**config.mk**
```make
export PLATFORM = sky130hd
export DESIGN_NAME = bus_owner_ctrl
export DESIGN_NICKNAME = d
export VERILOG_FILES = /design/src/rtl/bor_pkg.sv /design/src/rtl/bor_sync.sv /design/src/rtl/bor_fsm.sv /design/src/rtl/bus_owner_ctrl.sv
export SDC_FILE = /design/constraint.sdc
export NUM_CORES = 1
export LEC_CHECK = 0
export BUFFER_PORTS_ARGS = -buffer_cell sky130_fd_sc_hd__buf_2
export CAP_MARGIN = 20
export CORE_ASPECT_RATIO = 1.4
export CORE_MARGIN = 4
export CORE_UTILIZATION = 45
export DETAILED_ROUTE_END_ITERATION = 12
export GPL_TIMING_DRIVEN = 0
export PLACE_DENSITY = 0.65
export RECOVER_POWER = 25
export SYNTH_ARGS = -nofsm -noshare
export SYNTH_HDL_FRONTEND = slang
export SYNTH_HIERARCHICAL = 1
export SYNTH_SLANG_ARGS = --single-unit
```
**constraint.sdc**
```tcl
create_clock -name clk -period 2 [get_ports clk]
set_input_delay 0.1 -clock clk [delete_from_list [all_inputs] [get_ports clk]]
set_output_delay 0.1 -clock clk [all_outputs]
set_load 0.02 [all_outputs]
```
**src/rtl/bor_pkg.sv**
```systemverilog
package bor_pkg;

    typedef enum logic [1:0] {
        ST_RESET     = 2'b00,
        ST_RUN       = 2'b01,
        ST_RESET_ACQ = 2'b10,
        ST_RUN_ACQ   = 2'b11
    } own_state_e;

    typedef enum logic [2:0] {
        CMD_INIT     = 3'd0,
        CMD_RESET    = 3'd1,
        CMD_RSTPULSE = 3'd2,
        CMD_REQUEST  = 3'd3,
        CMD_RELEASE  = 3'd4,
        CMD_RUN      = 3'd5,
        CMD_BRQPULSE = 3'd6,
        CMD_NOP      = 3'd7
    } cmd_e;

    typedef enum logic [2:0] {
        PH_IDLE,
        PH_ACKWAIT,
        PH_RSTLOW,
        PH_BRQHI,
        PH_ARM
    } phase_e;

    localparam int ACQ_BIT = 1;

endpackage

```
**src/rtl/bor_sync.sv**
```systemverilog
module bor_sync #(
    parameter int   STAGES   = 2,
    parameter logic INIT_VAL = 1'b1
) (
    input  logic clk,
    input  logic rst_n,
    input  logic d_i,
    output logic q_o
);
    logic [STAGES-1:0] chain_q;

    generate
        if (STAGES == 1) begin : g_one
            always_ff @(posedge clk or negedge rst_n) begin
                if (!rst_n) chain_q <= INIT_VAL;
                else        chain_q <= d_i;
            end
        end else begin : g_many
            always_ff @(posedge clk or negedge rst_n) begin
                if (!rst_n) chain_q <= {STAGES{INIT_VAL}};
                else        chain_q <= {chain_q[STAGES-2:0], d_i};
            end
        end
    endgenerate

    assign q_o = chain_q[STAGES-1];
endmodule

```
**src/rtl/bor_fsm.sv**
```systemverilog
module bor_fsm
    import bor_pkg::*;
#(
    parameter int RST_CYCLES = 2500,
    parameter int BRQ_CYCLES = 2,
    parameter int CNT_W      = 12
) (
    input  logic       clk,
    input  logic       rst_n,
    input  logic       cmd_valid_i,
    input  logic [2:0] cmd_i,
    input  logic       ack_n_i,
    output logic       cpu_reset_n_o,
    output logic       busreq_n_o,
    output logic       oe_o,
    output logic       strobe_o,
    output logic [1:0] state_o,
    output logic       busy_o
);
    typedef struct packed {
        own_state_e       st;
        own_state_e       tgt;
        phase_e           ph;
        logic             rst_n;
        logic             brq_n;
        logic             oe;
        logic             stb;
        logic             rearm;
        logic [CNT_W-1:0] cnt;
    } regs_t;

    localparam regs_t REGS_INIT = '{
        st: ST_RESET, tgt: ST_RESET, ph: PH_IDLE,
        rst_n: 1'b0, brq_n: 1'b1, oe: 1'b0, stb: 1'b0,
        rearm: 1'b0, cnt: '0
    };
    localparam logic [CNT_W-1:0] RST_LOAD = CNT_W'(RST_CYCLES - 1);
    localparam logic [CNT_W-1:0] BRQ_LOAD = CNT_W'(BRQ_CYCLES - 1);

    regs_t r_d, r_q;
    logic  hard_cmd;
    logic  owned_q;

    assign hard_cmd = cmd_valid_i && (cmd_i == CMD_INIT || cmd_i == CMD_RESET);
    assign owned_q  = r_q.st[ACQ_BIT];

    always_comb begin
        r_d = r_q;
        if (hard_cmd) begin
            r_d = REGS_INIT;
        end else begin
            case (r_q.ph)
                PH_IDLE: begin
                    if (cmd_valid_i) begin
                        case (cmd_i)
                            CMD_REQUEST: begin
                                if (!owned_q) begin
                                    r_d.brq_n = 1'b0;
                                    r_d.rst_n = (r_q.st == ST_RESET) ? 1'b1 : r_q.rst_n;
                                    r_d.tgt   = (r_q.st == ST_RESET) ? ST_RESET_ACQ : ST_RUN_ACQ;
                                    r_d.ph    = PH_ACKWAIT;
                                end
                            end
                            CMD_RELEASE: begin
                                if (owned_q) begin
                                    r_d.oe    = 1'b0;
                                    r_d.stb   = 1'b0;
                                    r_d.brq_n = 1'b1;
                                    if (r_q.st == ST_RESET_ACQ) begin
                                        r_d.rst_n = 1'b0;
                                        r_d.st    = ST_RESET;
                                    end else begin
                                        r_d.st    = ST_RUN;
                                    end
                                end
                            end
                            CMD_RUN: begin
                                if (r_q.st == ST_RESET) begin
                                    r_d.rst_n = 1'b1;
                                    r_d.st    = ST_RUN;
                                end else if (r_q.st == ST_RESET_ACQ) begin
                                    r_d.oe    = 1'b0;
                                    r_d.stb   = 1'b0;
                                    r_d.rst_n = 1'b0;
                                    r_d.cnt   = RST_LOAD;
                                    r_d.rearm = 1'b1;
                                    r_d.tgt   = ST_RUN_ACQ;
                                    r_d.ph    = PH_RSTLOW;
                                end
                            end
                            CMD_RSTPULSE: begin
                                if (r_q.st == ST_RUN || r_q.st == ST_RUN_ACQ) begin
                                    r_d.rst_n = 1'b0;
                                    r_d.cnt   = RST_LOAD;
                                    r_d.rearm = 1'b0;
                                    r_d.ph    = PH_RSTLOW;
                                end
                            end
                            CMD_BRQPULSE: begin
                                r_d.oe    = 1'b0;
                                r_d.stb   = 1'b0;
                                r_d.brq_n = 1'b1;
                                r_d.cnt   = BRQ_LOAD;
                                r_d.ph    = PH_BRQHI;
                            end
                            default: ;
                        endcase
                    end
                end
                PH_ACKWAIT: begin
                    if (!ack_n_i) begin
                        r_d.stb = 1'b1;
                        r_d.ph  = PH_ARM;
                    end
                end
                PH_ARM: begin
                    r_d.oe = 1'b1;
                    r_d.st = r_q.tgt;
                    r_d.ph = PH_IDLE;
                end
                PH_RSTLOW: begin
                    if (r_q.cnt == '0) begin
                        r_d.rst_n = 1'b1;
                        if (r_q.rearm) begin
                            r_d.stb   = 1'b1;
                            r_d.rearm = 1'b0;
                            r_d.ph    = PH_ARM;
                        end else begin
                            r_d.ph    = PH_IDLE;
                        end
                    end else begin
                        r_d.cnt = r_q.cnt - 1'b1;
                    end
                end
                PH_BRQHI: begin
                    if (r_q.cnt == '0) begin
                        r_d.brq_n = 1'b0;
                        if (owned_q) begin
                            r_d.tgt = r_q.st;
                            r_d.ph  = PH_ACKWAIT;
                        end else begin
                            r_d.ph  = PH_IDLE;
                        end
                    end else begin
                        r_d.cnt = r_q.cnt - 1'b1;
                    end
                end
                default: r_d = REGS_INIT;
            endcase
        end
    end

    always_ff @(posedge clk or negedge rst_n) begin
        if (!rst_n) r_q <= REGS_INIT;
        else        r_q <= r_d;
    end

    assign cpu_reset_n_o = r_q.rst_n;
    assign busreq_n_o    = r_q.brq_n;
    assign oe_o          = r_q.oe;
    assign strobe_o      = r_q.stb;
    assign state_o       = r_q.st;
    assign busy_o        = (r_q.ph != PH_IDLE);
endmodule

```
**src/rtl/bus_owner_ctrl.sv**
```systemverilog
module bus_owner_ctrl #(
    parameter int CLK_HZ      = 250_000_000,
    parameter int RST_US      = 10,
    parameter int BRQ_CYCLES  = 2,
    parameter int SYNC_STAGES = 2
) (
    input  logic       clk,
    input  logic       rst_n,
    input  logic       cmd_valid,
    input  logic [2:0] cmd,
    input  logic       busack_n,
    output logic       cpu_reset_n,
    output logic       busreq_n,
    output logic       bus_oe,
    output logic       strobe_level,
    output logic       acquired,
    output logic [1:0] state,
    output logic       busy
);
    localparam int RST_CYCLES = (CLK_HZ / 1_000_000) * RST_US;
    localparam int MAX_CNT    = (RST_CYCLES > BRQ_CYCLES) ? RST_CYCLES : BRQ_CYCLES;
    localparam int CNT_W      = $clog2(MAX_CNT + 1);

    logic ack_sync;

    bor_sync #(
        .STAGES   (SYNC_STAGES),
        .INIT_VAL (1'b1)
    ) u_ack_sync (
        .clk   (clk),
        .rst_n (rst_n),
        .d_i   (busack_n),
        .q_o   (ack_sync)
    );

    bor_fsm #(
        .RST_CYCLES (RST_CYCLES),
        .BRQ_CYCLES (BRQ_CYCLES),
        .CNT_W      (CNT_W)
    ) u_fsm (
        .clk           (clk),
        .rst_n         (rst_n),
        .cmd_valid_i   (cmd_valid),
        .cmd_i         (cmd),
        .ack_n_i       (ack_sync),
        .cpu_reset_n_o (cpu_reset_n),
        .busreq_n_o    (busreq_n),
        .oe_o          (bus_oe),
        .strobe_o      (strobe_level),
        .state_o       (state),
        .busy_o        (busy)
    );

    assign acquired = state[bor_pkg::ACQ_BIT];
endmodule

```
==> qor.yml, run 1 <==
run_status:
  status: "completed"
cells_and_area:
  fillers: 370
  fin_nets: 275
  finalNonFillerCells: 308
  layout_common_cells: "o21ai_0, a21oi_1, dfrtp_1, nor2_1, buf_4"
  final_cell_area_um2: 2270
  layout_commonest_cell: "o21ai_0"
  antennaDiodeCount: 0
  post-route-util_pct: 57.1
  drive_gt1_share_pct: 24.5
  area_growth_pct: 20.9
cts:
  cts_htree_levels: 1
  clk_pin_slew_ns: 0.09
  cts.sinks: 26
  numCtsBuffers: 3
  ctsLongestPathBuffers: 2
  cts_tree: "yes"
  clkLatencyLatePin_ns: 0.27
  cts-root-buf: "clkbuf_8"
synth:
  synthesis.area_um2: 1880
  synth.ff_latch_count: 26
  synth_nets: 247
  yosys.area.top_type: "dfrtp_1"
  synth_edf_count: 0
  synthCells: 238
  synth-async-reset-ratio_pct: 100
  ys_seq_area_share_pct: 34.8
  netlist_top_cells_area: "dfrtp_1, o21ai_0, a21oi_1"
  synth_top_area_share_pct: 30.6
  ys_types: 54
  synthFlopType: "dfrtp_1"
  yosysWarningCount: 6
  syn_avg_cell_area_um2: 7.91
route:
  wl_um: 5370
  wl_met2_um: 2850
  wl_met3_um: 190
  drc: 0
  post_drt_wl_per_cell_um: 17.4
  topRoutingLayerUsed: "met4"
  ant_nets: 0
  drt_iter0_drc: 199
  first_pass_iters: 4
  vias: 1938
  m1WireLength_um: 2140
  avgViaCountPerCell: 6.29
global_routing:
  grt_pass1_vias: 1940
  antenna_found_initial: 0
  grt.overflow.total: 0
  grt_pass1_wl_um: 8940
  grt_usage_pct: 20.8
  grt_max_degree: 27
sta:
  finalCriticalPeriod_ns: 1.99
  grt_setup_unrepaired: "true"
  tns_ns: 0
  final_hold_viol_count: 0
  max-slew-margin-rel_pct: 3.59
  slew_viol_final: 0
  skew_ns: 0.00263
  setup_viol: 0
  worstMarginPinSlew_ns: 1.45
  finalCritPeriodShare_pct: 99.4
  fmax_ghz: 0.503
  fin_hold_ws_ns: 0.221
setup_path:
  required_ns: 2.16
  critPathLaunchType: "flop"
  crit_path_max_incr_delay_ns: 0.44
  ff2ff_setup_slack_ns: 0.01
  critPathCaptureType: "flop"
  crit_fanout: 4
  r2r-end: "u_fsm/r_q[20]"
  slowest_stage: "dfrtp_1"
  timing.rr.start: "u_fsm/r_q[9]"
  path_cells: "nor4_4 -> nand4b_1 -> a211o_1 -> a311oi_2 -> mux2_1"
  r2r_cells: 5
  crit_start: "u_fsm/r_q[9]"
  worst-endpoint-arrival_ns: 2.15
  path_class: "flop to flop"
placement:
  gp_congestion: 0.897
  place_area_um2: 1990
  port_buffers: 10
  hpwl_um: 3800
  dp_cells: 291
floorplan:
  die_w_um: 62.7
  dieHeight_um: 84.5
  core_um2: 3990
  boundaryPins: 15
  fp-row-count: 27
  start_util_pct: 47.2
  die-area_um2: 5300
run:
  maxCapViolCount: 0
power:
  clkPwrFrac_pct: 11.9
  power_density_nw_per_um2: 1630
  intPower_mw: 1.99
  switching_share_pct: 46.5
  power_frac_comb_pct: 61.7
  seq_power_share_pct: 26.4
  p_leak_nw: 0.937
  switching_power_mw: 1.73
  ir_drop_uv: 834
min_path:
  hold_depth: 3
  hold_path_class: "input pin to flop"
  hold_end: "u_fsm/busreq_n_o"
  hp-start: "cmd_valid"
==> flip-flops by register name, summed over array words and instances (netlist names) <==
signal               count
u_fsm/state_o            2
u_fsm/strobe_o           1
u_fsm/busreq_n_o         1
u_fsm/r_q               18
u_fsm/cpu_reset_n_o      1
u_ack_sync/chain_q       2
u_fsm/oe_o               1
==> routing by layer <==
metal	track usage, %	vias up
li1	-	935
met1	23.3	932
met2	37.7	55
met3	2.28	16
met4	11.8	0
met5	0	-
==> layout make-up <==
class	count	area (um2)	share of cell area (%)
plain buffers	19	98.8	4.35
clock buffers	3	41.3	1.82
clock inverters	1	30.0	1.32
inverters	9	33.8	1.49
multi-input cells	182	1190	52.5
flip-flops and latches	26	657	28.9
well taps	43	53.8	2.37
repair buffers	25	166	7.32
==> worst max path at each step <==
| stage | end | slack, ns | cells after the start |
|---|---|---|---|
| 6_report | u_fsm/r_q[20] | 0.01 | 5 |
| 5_1_grt | u_fsm/r_q[20] | -0.10 | 5 |
| 4_1_cts | u_fsm/r_q[20] | -0.04 | 5 |
| 3_5_place_dp | u_fsm/r_q[20] | -0.30 | 5 |
| 3_3_place_gp | u_fsm/r_q[1] | -0.28 | 7 |
| 2_1_floorplan | u_fsm/r_q[20] | 0.02 | 5 |
==> critical path, delay by kind of cell (launching register included) <==
family	cells	cell delay, ns
flip-flops	1	0.44
multiplexers	1	0.35
AO/OA/AOI/OAI	2	0.59
AND/OR/NAND/NOR	2	0.49
==> repair_timing <==
action / CTS / global route
setup buffers: 10 / 2
hold buffers: 2 / 0
setup endpoints to repair: 17 / 21
pin swaps: 3 / 3
gates resized for setup: 13 / 25
cloned: 1 / 0
endpoints found under the hold margin: 24 / 0
==> cell families (layout without fill, tap and decap cells) <==
logic type | Yosys count | in the layout | synth area share (%)
AOI/OAI and AO/OA | 99 | 99 | 32.4
muxes | 1 | 1 | 0.598
DFF | 26 | 26 | 34.8
adders and majority gates | 2 | 2 | 1.33
xor gates and xnor gates | 1 | 1 | 0.466
and+or+nand+nor | 79 | 79 | 23.7
buffers and inverters | 30 | 57 | 6.71
==> synthesized netlist by cell type, drive strengths merged, types with 2 or more instances <==
cell	instances
o21ai	34
dfrtp	23
clkbuf	16
nor2b	6
or3b	2
a21oi	27
nor3	5
nor2	19
a211oi	2
a21o	2
and3	2
a31oi	10
nand2b	7
ha	2
nor3b	2
a221oi	2
o2111ai	2
nand2	12
nand3	6
nor4	3
dfstp	3
nand4b	2
buf	5
nand4	3
or3	3
o22ai	3
o31ai	4
or2	2
inv	9
==> through the flow <==
step | total power, mW | setup slack, ns
final | 3.71 | 0.0113
after CTS | 3.51 | -0.0363
after global placement | 2.83 | -0.278
after detailed placement | 2.84 | -0.302
after floorplan | 2.34 | 0.0209
after global routing | 4.02 | -0.104
==> power by group through the flow <==
stage | registers [mW] | clock network (mW) | logic, mW
global placement | 0.952 | 0 | 1.88
CTS | 0.966 | 0.451 | 2.10
finish | 0.981 | 0.442 | 2.29
floorplan | 0.950 | 0 | 1.39
detailed placement | 0.955 | 0 | 1.89
global route | 1.01 | 0.473 | 2.54
No activity file was read; power rests on OpenSTA's default activity.
==> run 2, diff against run 1 <==
--- a/config.mk
+++ b/config.mk
@@ -5,14 +5,17 @@
 export SDC_FILE = /design/constraint.sdc
 export NUM_CORES = 1
 export LEC_CHECK = 0
-export BUFFER_PORTS_ARGS = -buffer_cell sky130_fd_sc_hd__buf_2
 export CAP_MARGIN = 20
+export CELL_PAD_IN_SITES_DETAIL_PLACEMENT = 0
+export CELL_PAD_IN_SITES_GLOBAL_PLACEMENT = 1
 export CORE_ASPECT_RATIO = 1.4
 export CORE_MARGIN = 4
-export CORE_UTILIZATION = 45
+export CORE_UTILIZATION = 43
+export CTS_CLUSTER_DIAMETER = 80
 export DETAILED_ROUTE_END_ITERATION = 12
+export DONT_BUFFER_PORTS = 1
 export GPL_TIMING_DRIVEN = 0
-export PLACE_DENSITY = 0.65
+export PLACE_DENSITY_LB_ADDON = 0.1
 export RECOVER_POWER = 25
 export SYNTH_ARGS = -nofsm -noshare
 export SYNTH_HDL_FRONTEND = slang
==> run 2 against run 1 <==
Fmax grew 0.11%; count of clock-buffer cells in the layout did not move; sequential cell count unchanged; worst setup slack improved by 0.0021 ns; clock skew rose by 0.0030 ns; total power decreased by 2.6%; utilization decreased by 4.2 points; via count is 3.3% lower; routed wire length up 4.4%; first-iteration DRC count shrank 34%; sequential power rose by 5%.
==> qor.yml, run 2 (synthesis results as in run 1) <==
setup_path:
  worst-endpoint-arrival_ns: 2.14  # was 2.15 ns
  critPathLaunchType: "flop"  # unchanged
  path_class: "flop to flop"  # unchanged
  critPathCaptureType: "flop"  # unchanged
  crit_family: "compound AO/OA/AOI/OAI gates"  # unchanged
  path_cells: "nor4_4 -> nand4b_1 -> a211o_1 -> a311oi_2 -> mux2_1"  # unchanged
  slowest_stage: "dfrtp_2"  # was dfrtp_1
  crit_path_max_incr_delay_ns: 0.47  # was 0.44 ns
  cp.depth: 5  # unchanged
  r2r_cells: 5  # unchanged
  required_ns: 2.16  # about the same
  crit_fanout: 7  # was 4
  path_buf_inv: 0  # unchanged
global_routing:
  grt_pass1_wl_um: 9010  # was 8940 um
  grt_pass1_vias: 1858  # was 1940
  grt_usage_pct: 20.8  # about the same
  antenna_found_initial: 0  # unchanged
  grt_max_degree: 27  # unchanged
  grt.overflow.total: 0  # unchanged
sta:
  slew_viol_final: 0  # unchanged
  grt_setup_unrepaired: "true"  # unchanged
  max-slew-margin-rel_pct: 3.73  # was 3.59%
  finalCriticalPeriod_ns: 1.99  # about the same
  finalCritPeriodShare_pct: 99.3  # was 99.4%
  fmax_ghz: 0.503  # about the same
  skew_ns: 0.00563  # was 0.00263 ns
  worstMarginPinSlew_ns: 1.44  # was 1.45 ns
  final_hold_viol_count: 0  # unchanged
  fin_hold_ws_ns: 0.203  # was 0.221 ns
  setup_viol: 0  # unchanged
cells_and_area:
  layout_commonest_cell: "o21ai_0"  # unchanged
  largest_reg_flops: 18  # unchanged
  antennaDiodeCount: 0  # unchanged
  area_growth_pct: 19.1  # was 20.9%
  drive_gt1_share_pct: 21.2  # was 24.5%
  layout_common_cells: "o21ai_0, a21oi_1, dfrtp_1, nor2_1, buf_4"  # unchanged
  final_cell_area_um2: 2240  # was 2270 um2
  fin_nets: 265  # was 275
  fillers: 438  # was 370
  largest_register: "u_fsm/r_q"  # unchanged
  multiInputGateArea_um2: 1190  # about the same
  seq_area_um2: 657  # unchanged
floorplan:
  dieHeight_um: 86.3  # was 84.5 um
  fp-row-count: 28  # was 27
  boundaryPins: 15  # unchanged
  start_util_pct: 44.4  # was 47.2%
  die-area_um2: 5510  # was 5300 um2
  die_w_um: 63.9  # was 62.7 um
  core_um2: 4240  # was 3990 um2
power:
  power_density_nw_per_um2: 1610  # was 1630 nW/um2
  ir_drop_uv: 648  # was 834 uV
  p_leak_nw: 0.895  # was 0.937 nW
  seq_power_share_pct: 28.3  # was 26.4%
  power_frac_comb_pct: 59.6  # was 61.7%
  switching_power_mw: 1.70  # was 1.73 mW
  clkPwrFrac_pct: 12.1  # was 11.9%
  intPower_mw: 1.92  # was 1.99 mW
  switching_share_pct: 47.0  # was 46.5%
route:
  ant_nets: 0  # unchanged
  post_drt_wl_per_cell_um: 17.8  # was 17.4 um
  m1WireLength_um: 2240  # was 2140 um
  drc: 0  # unchanged
  vias: 1875  # was 1938
  first_pass_iters: 4  # unchanged
  avgViaCountPerCell: 5.95  # was 6.29
  wl_met2_um: 3070  # was 2850 um
  wl_um: 5610  # was 5370 um
  topRoutingLayerUsed: "met4"  # unchanged
  drt_iter0_drc: 131  # was 199
  wl_met3_um: 140  # was 190 um
cts:
  cts_htree_levels: 1  # unchanged
  clk_pin_slew_ns: 0.09  # about the same
  ctsLongestPathBuffers: 2  # unchanged
  cts.sinks: 26  # unchanged
  numCtsBuffers: 3  # unchanged
  cts_tree: "yes"  # unchanged
  cts-root-buf: "clkbuf_8"  # unchanged
  clkLatencyLatePin_ns: 0.27  # about the same
placement:
  gp_congestion: 0.908  # was 0.897
  place_area_um2: 1960  # was 1990 um2
  port_buffers: 0  # was 10
  hpwl_um: 4060  # was 3800 um
min_path:
  hold_path_class: "input pin to flop"  # unchanged
  hold_depth: 3  # unchanged
run_status:
  status: "completed"  # unchanged
run:
  maxCapViolCount: 0  # unchanged
[run 2: changes by cell type in the layout (fill, tap and decap cells not counted), sizes merged]
cell	delta
buf	-13
clkbuf	+3
[run 2: area by class of cell]
class,count,share of cell area (%)
multi-input cells,182,53.0
flip-flops and latches,26,29.3
repair buffers,15,5.08
plain buffers,19,4.63
well taps,60,3.35
clock buffers,3,1.84
inverters,9,1.51
clock inverters,1,1.34
[run 2: timing repair]
action / in CTS / in global routing
hold endpoints to repair: 27 / 0
hold buffers: 3 / 0
gates cloned: 0 / 1
pin swaps: 4 / 5
endpoints found under the setup margin: 19 / 18
gates resized for setup: 11 / 21
buffers inserted: 8 / 3
[run 2: power by group through the flow]
stage	clock (mW)	combinational (mW)	sequential, mW
final	0.437	2.16	1.03
after global routing	0.475	2.36	1.05
after CTS	0.453	1.99	1.01
after detailed placement	0	1.78	1.01
after global placement	0	1.77	1.01
after floorplan	0	1.39	0.950
[run 2: stage by stage]
stage          setup WS, ns  cells  util, %  TNS [ns]  power [mW]
5_1_grt             -0.0833    315     52.9    -0.104        3.88
4_1_cts             -0.0504    312     51.2   -0.0504        3.45
6_report             0.0135    315     52.9         0        3.62
3_3_place_gp         -0.357    298     46.2     -2.51        2.78
3_5_place_dp         -0.317    298     46.2     -2.45        2.79
2_1_floorplan        0.0209    238        -         0        2.34
[run 2: worst min-delay path: cells and delay by family]
kind	cells	cell delay, ns
buffers and inverters	1	0.16
AO/OA/AOI/OAI	2	0.21
[run 2: per-layer routing]
layer	track usage [%]	vias to the layer above
li1	-	915
met1	23.3	904
met2	37.7	45
met3	1.82	11
met4	12.4	0
met5	0	-
[run 2: worst paths after layout]
| check | startpoint | endpoint | slack, ns |
|---|---|---|---|
| worst max-delay path | u_fsm/r_q[2] | u_fsm/r_q[20] | 0.01 |
| worst min-delay path | cmd_valid | u_fsm/busreq_n_o | 0.20 |
| worst max register to register | u_fsm/r_q[2] | u_fsm/r_q[20] | 0.01 |
| worst min register to register | u_ack_sync/chain_q[0] | u_ack_sync/chain_q[1] | 0.36 |
| max in group asynchronous | rst_n | u_fsm/r_q[19] | 0.32 |
| min in group asynchronous | rst_n | u_fsm/r_q[18] | 0.73 |
